<file path="config.mk">
export PLATFORM = sky130hd
export DESIGN_NAME = stride_bist
export DESIGN_NICKNAME = d
export VERILOG_FILES = /design/src/rtl/stride_bist_pkg.sv /design/src/rtl/stride_bist_walker.sv /design/src/rtl/stride_bist_ctrl.sv /design/src/rtl/stride_bist_check.sv /design/src/rtl/stride_bist.sv
export SDC_FILE = /design/constraint.sdc
export NUM_CORES = 1
export LEC_CHECK = 0
export BUFFER_PORTS_ARGS = -buffer_cell sky130_fd_sc_hd__buf_2
export CAP_MARGIN = 20
export CORE_ASPECT_RATIO = 2
export CORE_MARGIN = 1.5
export CORE_UTILIZATION = 60
export CTS_CLUSTER_DIAMETER = 200
export DETAILED_ROUTE_END_ITERATION = 12
export PLACE_DENSITY = 0.94
export RECOVER_POWER = 100
export SLEW_MARGIN = 0
export SYNTH_ARGS = -nofsm -noshare
export SYNTH_HDL_FRONTEND = slang
export SYNTH_HIERARCHICAL = 1
export SYNTH_SLANG_ARGS = --single-unit
</file>
<file path="constraint.sdc">
create_clock -name clk -period 5 [get_ports clk]
set_input_delay 0 -clock clk [delete_from_list [all_inputs] [get_ports clk]]
set_output_delay 0 -clock clk [all_outputs]
set_load 0.01 [all_outputs]
</file>
<file path="src/rtl/stride_bist_pkg.sv">
package stride_bist_pkg;

    // Sweep phase of the test engine
    typedef enum logic [2:0] {
        PH_IDLE  = 3'd0,
        PH_WSTR  = 3'd1,   // pattern into stride cells
        PH_WINV  = 3'd2,   // inverse into all other cells
        PH_READ  = 3'd3,   // read back stride cells
        PH_DRAIN = 3'd4,   // last read data returning
        PH_DONE  = 3'd5
    } phase_e;

endpackage

</file>
<file path="src/rtl/stride_bist_walker.sv">
// Address sweep with a modulo counter running alongside it.
module stride_bist_walker #(
    parameter int AW     = 10,
    parameter int STRIDE = 20
) (
    input  logic                 clk,
    input  logic                 rst_n,
    input  logic                 clear,
    input  logic                 step,
    input  logic [AW-1:0]        base,
    input  logic [AW-1:0]        top,
    output logic [AW-1:0]        addr,
    output logic [$clog2(STRIDE)-1:0] modc,
    output logic                 last
);
    localparam int MW = $clog2(STRIDE);
    localparam logic [MW-1:0] MOD_LAST = MW'(STRIDE - 1);

    typedef struct packed {
        logic [AW-1:0] addr;
        logic [MW-1:0] modc;
    } walk_s;

    walk_s walk_q, walk_d;

    always_comb begin
        walk_d = walk_q;
        if (clear) begin
            walk_d.addr = base;
            walk_d.modc = '0;
        end else if (step) begin
            if (walk_q.addr == top) begin
                walk_d.addr = base;
                walk_d.modc = '0;
            end else begin
                walk_d.addr = walk_q.addr + 1'b1;
                walk_d.modc = (walk_q.modc == MOD_LAST) ? '0 : walk_q.modc + 1'b1;
            end
        end
    end

    always_ff @(posedge clk or negedge rst_n) begin
        if (!rst_n) walk_q <= '0;
        else        walk_q <= walk_d;
    end

    assign addr = walk_q.addr;
    assign modc = walk_q.modc;
    assign last = (walk_q.addr == top);

endmodule

</file>
<file path="src/rtl/stride_bist_ctrl.sv">
// Phase, offset, pattern and repeat sequencing; RAM request generation.
module stride_bist_ctrl
    import stride_bist_pkg::*;
#(
    parameter int AW     = 10,
    parameter int DW     = 32,
    parameter int RW     = 4,
    parameter int STRIDE = 20
) (
    input  logic                      clk,
    input  logic                      rst_n,
    input  logic                      start,
    input  logic [AW-1:0]             lo_in,
    input  logic [AW-1:0]             hi_in,
    input  logic [RW-1:0]             reps_in,
    input  logic                      walk_last,
    input  logic [$clog2(STRIDE)-1:0] walk_modc,
    input  logic [AW-1:0]             walk_addr,
    output logic                      walk_clear,
    output logic                      walk_step,
    output logic [AW-1:0]             walk_base,
    output logic [AW-1:0]             walk_top,
    output logic                      busy,
    output logic                      done,
    output logic                      ram_en,
    output logic                      ram_we,
    output logic [AW-1:0]             ram_addr,
    output logic [DW-1:0]             ram_wdata,
    output logic                      rd_issue,
    output logic [DW-1:0]             rd_exp
);
    localparam int MW = $clog2(STRIDE);
    localparam logic [MW-1:0] OFF_LAST = MW'(STRIDE - 1);

    typedef struct packed {
        phase_e        phase;
        logic [MW-1:0] off;
        logic          pat;
        logic [RW-1:0] rep;
        logic [RW-1:0] reps;
        logic [AW-1:0] lo;
        logic [AW-1:0] hi;
    } ctrl_s;

    ctrl_s ctl_q, ctl_d;

    logic          on_stride;
    logic [DW-1:0] pat_word;

    assign on_stride = (walk_modc == ctl_q.off);
    assign pat_word  = {DW{ctl_q.pat}};

    always_comb begin
        ctl_d      = ctl_q;
        walk_clear = 1'b0;
        walk_step  = 1'b0;
        case (ctl_q.phase)
            PH_IDLE, PH_DONE: begin
                if (start) begin
                    ctl_d.phase = PH_WSTR;
                    ctl_d.off   = '0;
                    ctl_d.pat   = 1'b0;
                    ctl_d.rep   = RW'(1);
                    ctl_d.reps  = (reps_in == '0) ? RW'(1) : reps_in;
                    ctl_d.lo    = lo_in;
                    ctl_d.hi    = hi_in;
                    walk_clear  = 1'b1;
                end
            end
            PH_WSTR: begin
                walk_step = 1'b1;
                if (walk_last) begin
                    ctl_d.phase = PH_WINV;
                    ctl_d.rep   = RW'(1);
                end
            end
            PH_WINV: begin
                walk_step = 1'b1;
                if (walk_last) begin
                    if (ctl_q.rep == ctl_q.reps) ctl_d.phase = PH_READ;
                    else                         ctl_d.rep   = ctl_q.rep + 1'b1;
                end
            end
            PH_READ: begin
                walk_step = 1'b1;
                if (walk_last) begin
                    if (ctl_q.off == OFF_LAST) begin
                        ctl_d.off = '0;
                        if (ctl_q.pat) begin
                            ctl_d.phase = PH_DRAIN;
                        end else begin
                            ctl_d.pat   = 1'b1;
                            ctl_d.phase = PH_WSTR;
                        end
                    end else begin
                        ctl_d.off   = ctl_q.off + 1'b1;
                        ctl_d.phase = PH_WSTR;
                    end
                end
            end
            PH_DRAIN: ctl_d.phase = PH_DONE;
            default:  ctl_d.phase = PH_IDLE;
        endcase
    end

    always_ff @(posedge clk or negedge rst_n) begin
        if (!rst_n) begin
            ctl_q       <= '0;
            ctl_q.phase <= PH_IDLE;
        end else begin
            ctl_q <= ctl_d;
        end
    end

    // RAM request for the current sweep cycle
    always_comb begin
        ram_en    = 1'b0;
        ram_we    = 1'b0;
        ram_wdata = '0;
        case (ctl_q.phase)
            PH_WSTR: begin
                ram_en    = on_stride;
                ram_we    = 1'b1;
                ram_wdata = pat_word;
            end
            PH_WINV: begin
                ram_en    = !on_stride;
                ram_we    = 1'b1;
                ram_wdata = ~pat_word;
            end
            PH_READ: begin
                ram_en = on_stride;
            end
            default: ;
        endcase
    end

    assign ram_addr  = walk_addr;
    assign rd_issue  = ram_en && !ram_we;
    assign rd_exp    = pat_word;
    assign walk_base = ctl_d.lo;
    assign walk_top  = ctl_q.hi;
    assign busy      = (ctl_q.phase == PH_WSTR) || (ctl_q.phase == PH_WINV) ||
                       (ctl_q.phase == PH_READ) || (ctl_q.phase == PH_DRAIN);
    assign done      = (ctl_q.phase == PH_DONE);

endmodule

</file>
<file path="src/rtl/stride_bist_check.sv">
// Aligns the expected word with the one-cycle RAM latency and compares.
module stride_bist_check #(
    parameter int AW = 10,
    parameter int DW = 32
) (
    input  logic          clk,
    input  logic          rst_n,
    input  logic          rd_issue,
    input  logic [AW-1:0] rd_addr,
    input  logic [DW-1:0] rd_exp,
    input  logic [DW-1:0] rdata,
    output logic          err_valid,
    output logic [AW-1:0] err_addr,
    output logic [DW-1:0] err_exp,
    output logic [DW-1:0] err_got
);
    typedef struct packed {
        logic          pend;
        logic [AW-1:0] paddr;
        logic [DW-1:0] pexp;
        logic          ev;
        logic [AW-1:0] ea;
        logic [DW-1:0] ee;
        logic [DW-1:0] eg;
    } chk_s;

    chk_s chk_q, chk_d;

    always_comb begin
        chk_d       = chk_q;
        chk_d.pend  = rd_issue;
        chk_d.paddr = rd_addr;
        chk_d.pexp  = rd_exp;
        chk_d.ev    = chk_q.pend && (rdata != chk_q.pexp);
        if (chk_q.pend && (rdata != chk_q.pexp)) begin
            chk_d.ea = chk_q.paddr;
            chk_d.ee = chk_q.pexp;
            chk_d.eg = rdata;
        end
    end

    always_ff @(posedge clk or negedge rst_n) begin
        if (!rst_n) chk_q <= '0;
        else        chk_q <= chk_d;
    end

    assign err_valid = chk_q.ev;
    assign err_addr  = chk_q.ea;
    assign err_exp   = chk_q.ee;
    assign err_got   = chk_q.eg;

endmodule

</file>
<file path="src/rtl/stride_bist.sv">
module stride_bist #(
    parameter int AW     = 10,
    parameter int DW     = 32,
    parameter int RW     = 4,
    parameter int STRIDE = 20
) (
    input  logic          clk,
    input  logic          rst_n,
    input  logic          start,
    input  logic [AW-1:0] addr_lo,
    input  logic [AW-1:0] addr_hi,
    input  logic [RW-1:0] reps,
    output logic          busy,
    output logic          done,
    output logic          ram_en,
    output logic          ram_we,
    output logic [AW-1:0] ram_addr,
    output logic [DW-1:0] ram_wdata,
    input  logic [DW-1:0] ram_rdata,
    output logic          err_valid,
    output logic [AW-1:0] err_addr,
    output logic [DW-1:0] err_exp,
    output logic [DW-1:0] err_got
);
    localparam int MW = $clog2(STRIDE);

    logic          walk_clear, walk_step, walk_last;
    logic [AW-1:0] walk_base, walk_top, walk_addr;
    logic [MW-1:0] walk_modc;
    logic          rd_issue;
    logic [DW-1:0] rd_exp;

    stride_bist_walker #(.AW(AW), .STRIDE(STRIDE)) walker_i (
        .clk   (clk),
        .rst_n (rst_n),
        .clear (walk_clear),
        .step  (walk_step),
        .base  (walk_base),
        .top   (walk_top),
        .addr  (walk_addr),
        .modc  (walk_modc),
        .last  (walk_last)
    );

    stride_bist_ctrl #(.AW(AW), .DW(DW), .RW(RW), .STRIDE(STRIDE)) ctrl_i (
        .clk        (clk),
        .rst_n      (rst_n),
        .start      (start),
        .lo_in      (addr_lo),
        .hi_in      (addr_hi),
        .reps_in    (reps),
        .walk_last  (walk_last),
        .walk_modc  (walk_modc),
        .walk_addr  (walk_addr),
        .walk_clear (walk_clear),
        .walk_step  (walk_step),
        .walk_base  (walk_base),
        .walk_top   (walk_top),
        .busy       (busy),
        .done       (done),
        .ram_en     (ram_en),
        .ram_we     (ram_we),
        .ram_addr   (ram_addr),
        .ram_wdata  (ram_wdata),
        .rd_issue   (rd_issue),
        .rd_exp     (rd_exp)
    );

    stride_bist_check #(.AW(AW), .DW(DW)) check_i (
        .clk       (clk),
        .rst_n     (rst_n),
        .rd_issue  (rd_issue),
        .rd_addr   (walk_addr),
        .rd_exp    (rd_exp),
        .rdata     (ram_rdata),
        .err_valid (err_valid),
        .err_addr  (err_addr),
        .err_exp   (err_exp),
        .err_got   (err_got)
    );

endmodule

</file>
==> impl_metrics.yaml, run 1 <==
clock_network:
  cts_tree: "built"
  post_cts_buffers: 0
  path_clk_slew_ps: 60
  clockBufferDepth: 2
  clock_latency_ps: 410
  cts-buffers-inserted: 17
  cts_sinks: 170
  cts_root_buffer: "clkbuf_16"
  htreeDepth: 4
cells_and_area:
  nets: 832
  area_growth_pct: 9.44
  diodes: 0
  finish.instance_area_sq_um: 9250
  drive_gt1_share_pct: 18.1
  final_cells: 970
worst_setup_path:
  crit_path_end_kind: "flip-flop"
  reg2reg_depth: 6
  path_buf_inv: 1
  crit_arrival_ps: 4280
  cp_top_family: "buffers and inverters"
  critPathSlowestCell: "clkbuf_1"
  path_class: "flip-flop to flip-flop"
  cp.depth: 6
  cp-start-kind: "flip-flop"
  max_stage_delay_ps: 1030
  cp.required_ps: 5300
  worstPathCellList: "xor2_1 -> nor4_1 -> nand4_1 -> o21ai_4 -> clkbuf_1 -> mux2_2"
  critPathMaxFanout: 30
synth:
  syn-num-nets: 756
  syn-instance-count: 693
  synth_top_cell_by_area: "dfrtp_1"
  synth_most_common_cell: "dfrtp_1"
  synth_top_area_share_pct: 50.3
  avgSynthCellArea_sq_um: 12.2
  ys_seq_elements: 170
  async_flop_share_pct: 100
  ys_types: 62
  syn_area_sq_um: 8460
  synth_edf_count: 0
  ys_top_cells_by_area: "dfrtp_1 50%, buf_4 15%, mux2_1 6.7%"
  yosysWarnings: 6
  synth_common_cells: "170 x dfrtp_1, 168 x buf_4, 51 x xor2_1, 50 x mux2_1, 49 x mux2_2"
  seq_area_frac_synth_pct: 50.3
  synthFlopType: "dfrtp_1"
route:
  drtPass1Iterations: 4
  via_per_inst: 5.27
  ant_nets: 0
  routed_wl_mm: 16.6
  drc: 0
  dr.first_iter.drc_count: 249
  via_count: 5116
  avgRoutedWirePerCell_um: 17.1
sta:
  maxSlewViolCount: 0
  worstMarginPinSlew_ps: 1370
  min_period_ps: 3980
  final.period_utilization_pct: 79.6
  finalSetupViolations: 0
  grt_setup_unrepaired: "no"
  max_slew_margin_pct: 8.00
  tns_ps: 0
  hold_violations: 0
  skew_ps: 11.1
  fin_hold_ws_ps: 180
  fmax_mhz: 251
global_routing:
  overflow: 0
  grt_use_total_pct: 22.5
  grt_max_degree: 85
  grt_pass1_wl_mm: 25.6
  antenna_found_initial: 0
  grt_pass1_vias: 5353
die:
  chipHeight_um: 171
  rows: 61
  initial_core_util_pct: 61.2
  coreArea_sq_um: 13800
  dieArea_sq_um: 14900
  die_w_um: 86.9
  ios: 180
flow_run:
  cap_violations: 0
place:
  dp_hpwl_mm: 10.9
  dp.cells: 879
  port_buffers: 179
  globalplace.congestion: 0.882
  place_area_sq_um: 8250
min_path:
  worstHoldPathType: "primary input to flip-flop"
  holdPathStages: 4
power:
  power_density_nw_per_um2: 590
  p_leak_nw: 4.39
  ir_drop_mv: 0.405
outcome:
  status: "completed"
## power breakdown
part           internal [mW]  switching [mW]  total (mW)
logic                  0.795            1.05        1.84
clock network          0.800           0.559        1.36
registers               1.86           0.400        2.26
total                   3.45            2.01        5.46
## timing repair
item	4_1_cts	5_1_grt
hold buffers	58	0
hold endpoints to repair	148	0
resized for setup	0	0
## registers in the layout, indices dropped and copies added, names as in the netlist
| signal | cells |
|---|---|
| check_i/chk_q | 43 |
| check_i/err_exp | 32 |
| check_i/err_got | 32 |
| ctrl_i/ctl_q | 26 |
| check_i/err_addr | 10 |
| ctrl_i/walk_top | 10 |
| walker_i/addr | 10 |
| walker_i/modc | 5 |
| check_i/err_valid | 1 |
| ctrl_i/rd_exp | 1 |
## tightest hold or removal path, cell delays in order
cell and delay (ps):
buf_2 120, o32ai_1 170, o21ai_0 160, o21ai_0 90
## cell type report
cell class / instances / area, sq um
Clock inverter: 14 / 185
Inverter: 13 / 48.8
Timing Repair Buffer: 244 / 1380
Sequential cell: 170 / 4250
Multi-Input combinational cell: 323 / 2720
Tap cell: 189 / 236
Clock buffer: 17 / 425
Fill cell: 1013 / 4560
## through the flow
stage	utilization (%)	power, mW	setup WS [ps]
floorplan	-	4.16	2620
detailed placement	59.7	4.21	1520
finish	67.0	5.46	1020
CTS	68.3	5.62	1500
global route	67.0	5.80	813
global placement	59.7	4.11	1590
## placed cells by master, fill, tap and decap left out, drive strengths merged, types with 10 or more instances in the layout
cell type      n
a21oi         11
buf           61
clkbuf       142
dfrtp        170
dlygate4sd3   58
inv           20
mux2         101
nand2         10
nand2b        11
nand3         13
nor2          21
nor3          10
nor4          11
xor2          52
## kinds of logic (layout without fill, tap and decap cells)
family / after synthesis / count (layout) / synth area share (%)
buffers and inverters: 200 / 288 / 17.1
muxes: 106 / 106 / 14.1
xor gates and xnor gates: 58 / 58 / 6.10
and+or+nand+nor: 101 / 101 / 7.15
DFF: 170 / 170 / 50.3
AOI/OAI and AO/OA: 54 / 54 / 4.65
adders and majority gates: 4 / 4 / 0.592
## layer usage
layer	vias to the layer above	GRT usage, %	wire (um)
li1	2368	-	-
met1	2541	23.1	6240
met2	173	41.6	9240
met3	34	4.78	646
met4	0	11.6	492
met5	-	0	0
## final timing paths
kind | slack, ps | startpoint | end
min in group asynchronous | 530 | rst_n | walker_i/modc[3]$_DFFE_PN0P_
setup reg to reg | 1020 | check_i/chk_q[99]$_DFF_PN0_ | check_i/err_got[2]$_DFFE_PN0P_
hold / removal | 180 | start | ctrl_i/ctl_q[36]$_DFFE_PN0P_
setup / recovery | 1020 | check_i/chk_q[99]$_DFF_PN0_ | check_i/err_got[2]$_DFFE_PN0P_
hold reg to reg | 450 | check_i/chk_q[107]$_DFF_PN0_ | check_i/err_addr[0]$_DFFE_PN0P_
max in group asynchronous | 3550 | rst_n | check_i/chk_q[83]$_DFF_PN0_
Note: power is estimated with default switching activity, not from simulation.
==> inputs of run 2 (changes only) <==
--- a/config.mk
+++ b/config.mk
@@ -9,10 +9,10 @@
 export CAP_MARGIN = 20
 export CORE_ASPECT_RATIO = 2
 export CORE_MARGIN = 1.5
-export CORE_UTILIZATION = 60
+export CORE_UTILIZATION = 56
 export CTS_CLUSTER_DIAMETER = 200
 export DETAILED_ROUTE_END_ITERATION = 12
-export PLACE_DENSITY = 0.94
+export PLACE_DENSITY = 0.89
 export RECOVER_POWER = 100
 export SLEW_MARGIN = 0
 export SYNTH_ARGS = -nofsm -noshare
==> constraint.sdc (replaced) <==
create_clock -name clk -period 3.7 [get_ports clk]
set_input_delay 0 -clock clk [delete_from_list [all_inputs] [get_ports clk]]
set_output_delay 0 -clock clk [all_outputs]
set_load 0.01 [all_outputs]
==> run 2 against run 1 <==
  * The flow now finishes with violations (capacitance limit, slew limit)
  * Non-clock buffer count down 1
  * Register-to-register slack got worse by 370 ps
  * Core utilization fell by 4.5 points
  * Via count fell by 2.3%
  * Power grew 35%
  * Hold slack improved by 9.3 ps
  * Sequential share of layout area hardly changed
  * Combinational power rose by 37%
  * Clock power is 32% higher
  * Count of clock-buffer cells in the layout rose by 5
  * Clock skew fell by 1.2 ps
  * Critical path depth unchanged
  * Critical path type unchanged
  * Largest power group unchanged
  * Highest routed layer unchanged
==> impl_metrics.yaml, run 2 (synthesis gave the netlist of run 1 again) <==
sta:
  skew_ps: 9.85
  hold_violations: 0
  worst_slack_ps: 652
  finalSetupViolations: 0
  fmax_mhz: 328
  max_slew_margin_pct: -74.5
  grt_setup_unrepaired: "no"
  maxSlewViolCount: 109
  worstMarginPinSlew_ps: 2620
  min_period_ps: 3050
  tns_ps: 0
  final.period_utilization_pct: 82.4
flow_run:
  cap_violations: 1
route:
  drc: 0
  via_per_inst: 5.12
  drtPass1Iterations: 4
  dr.first_iter.drc_count: 206
  avgRoutedWirePerCell_um: 16.6
  via_count: 4998
  ant_nets: 0
  routed_wl_mm: 16.2
min_path:
  hold_start: "start"
  worstHoldPathType: "primary input to flip-flop"
power:
  internal-power_mw: 4.70
  swShare_pct: 36.0
  combPwrFrac_pct: 34.3
  p_leak_nw: 4.39
  p_seq_share_pct: 41.2
  ir_drop_mv: 0.471
  p_total_mw: 7.35
  power_frac_clock_pct: 24.5
  p_sw_mw: 2.65
  power_density_nw_per_um2: 793
cells_and_area:
  largest_reg_flops: 43
  nets: 831
  multiInputGateArea_sq_um: 2730
  mostFrequentLayoutCells: "170 x dfrtp_1, 125 x clkbuf_1, 59 x mux2_1, 59 x buf_2, 57 x dlygate4sd3_1"
  regMostFlops: "check_i/chk_q"
  post-route-util_pct: 62.5
  seqCellArea_sq_um: 4250
  area_growth_pct: 9.51
  drive_gt1_share_pct: 18.4
  fill_cells: 1189
  final_cells: 976
  layout_commonest_cell: "dfrtp_1"
  diodes: 0
worst_setup_path:
  cp-start-kind: "flip-flop"
  crit_path_end_kind: "flip-flop"
  critPathMaxFanout: 19
  crit_start: "ctrl_i/ctl_q[36]$_DFFE_PN0P_"
  crit-reg2reg-launch: "ctrl_i/ctl_q[36]$_DFFE_PN0P_"
  crit_arrival_ps: 3310
  path_class: "flip-flop to flip-flop"
  cp.required_ps: 3960
global_routing:
  grt_max_degree: 110
  grt_use_met1_pct: 21.8
  grt-busiest-layer: "met2"
  grt_use_total_pct: 20.8
  antenna_found_initial: 0
  grt_pass1_vias: 5172
  overflow: 0
  use_met2_pct: 40.2
  use_met3_pct: 3.57
  grt_pass1_wl_mm: 26.0
die:
  rows: 63
  ios: 180
  coreArea_sq_um: 14800
  dieArea_sq_um: 15900
  initial_core_util_pct: 57.1
  chipHeight_um: 177
  die_w_um: 89.9
clock_network:
  path_clk_slew_ps: 60
  cts_sinks: 170
  cts_resized: 0
  clockBufferDepth: 2
  clock_latency_ps: 420
  cts-buffers-inserted: 17
  cts_tree: "built"
  htreeDepth: 4
  cts_root_buffer: "clkbuf_16"
place:
  globalplace.congestion: 0.880
  port_buffers: 179
  dp_hpwl_mm: 10.7
  dp.cells: 887
  post-place-ws_ps: 1060
outcome:
  violations: "capacitance limit, slew limit"
  status: "finished with violations"
==> run 2: changes by cell type in the layout (fill, tap and decap cells not counted), sizes merged <==
cell	change
buf	+2
dlygate4sd3	-1
inv	-5
clkinv	+1
clkbuf	+3
==> run 2: layout make-up <==
| type | count | area share (%) |
|---|---|---|
| flip-flops and latches | 170 | 45.9 |
| multi-input cells | 323 | 29.4 |
| repair buffers | 243 | 14.9 |
| clock buffers | 22 | 5.01 |
| well taps | 195 | 2.63 |
| clock inverters | 10 | 1.50 |
| inverters | 13 | 0.527 |
==> run 2: worst paths after layout <==
| path | to | slack [ps] | cells past startpoint |
|---|---|---|---|
| min in group asynchronous | ctrl_i/walk_top[1]$_DFFE_PN0P_ | 930 | 2 |
| worst max-delay path | walker_i/addr[6]$_DFFE_PN0P_ | 650 | 6 |
| max in group asynchronous | check_i/err_exp[9]$_DFFE_PN0P_ | 1220 | 2 |
| worst min-delay path | ctrl_i/ctl_q[35]$_DFFE_PN0P_ | 190 | 3 |
| worst max register to register | walker_i/addr[6]$_DFFE_PN0P_ | 650 | 6 |
| worst min register to register | check_i/err_addr[4]$_DFFE_PN0P_ | 450 | 1 |
==> run 2: power by group through the flow <==
stage	Combinational (mW)	Clock [mW]	Sequential [mW]
after CTS	2.74	1.85	3.01
after detailed placement	2.68	0	3.04
after floorplan	2.77	0	2.86
after global placement	2.61	0	3.00
final	2.52	1.80	3.03
after global routing	2.78	1.92	3.12
==> run 2: per-layer routing <==
metal  vias up  share of wire (%)
met5         -                  0
met4         0                2.3
met3        29                3.0
met2       127                 57
met1      2487                 37
li1       2355                  -
==> run 2: timing repair <==
action                    in CTS  in global routing
hold buffers                  57                  0
buffers inserted               0                  0
hold endpoints to repair     169                  0
==> run 2: critical path: stages, from the launching register on <==
cell and delay, ps:
dfrtp_1 700, xor2_1 250, nor3_4 580, clkbuf_1 630, a41oi_2 300, o32ai_1 340
a21oi_1 80
==> run 2: per-stage QoR <==
stage                     area, sq um  hold WS, ps
after floorplan                  8460         -296
after global placement           8300          184
after detailed placement         8300          191
after CTS                        9470          172
after global routing             9260          197
final                            9260          189
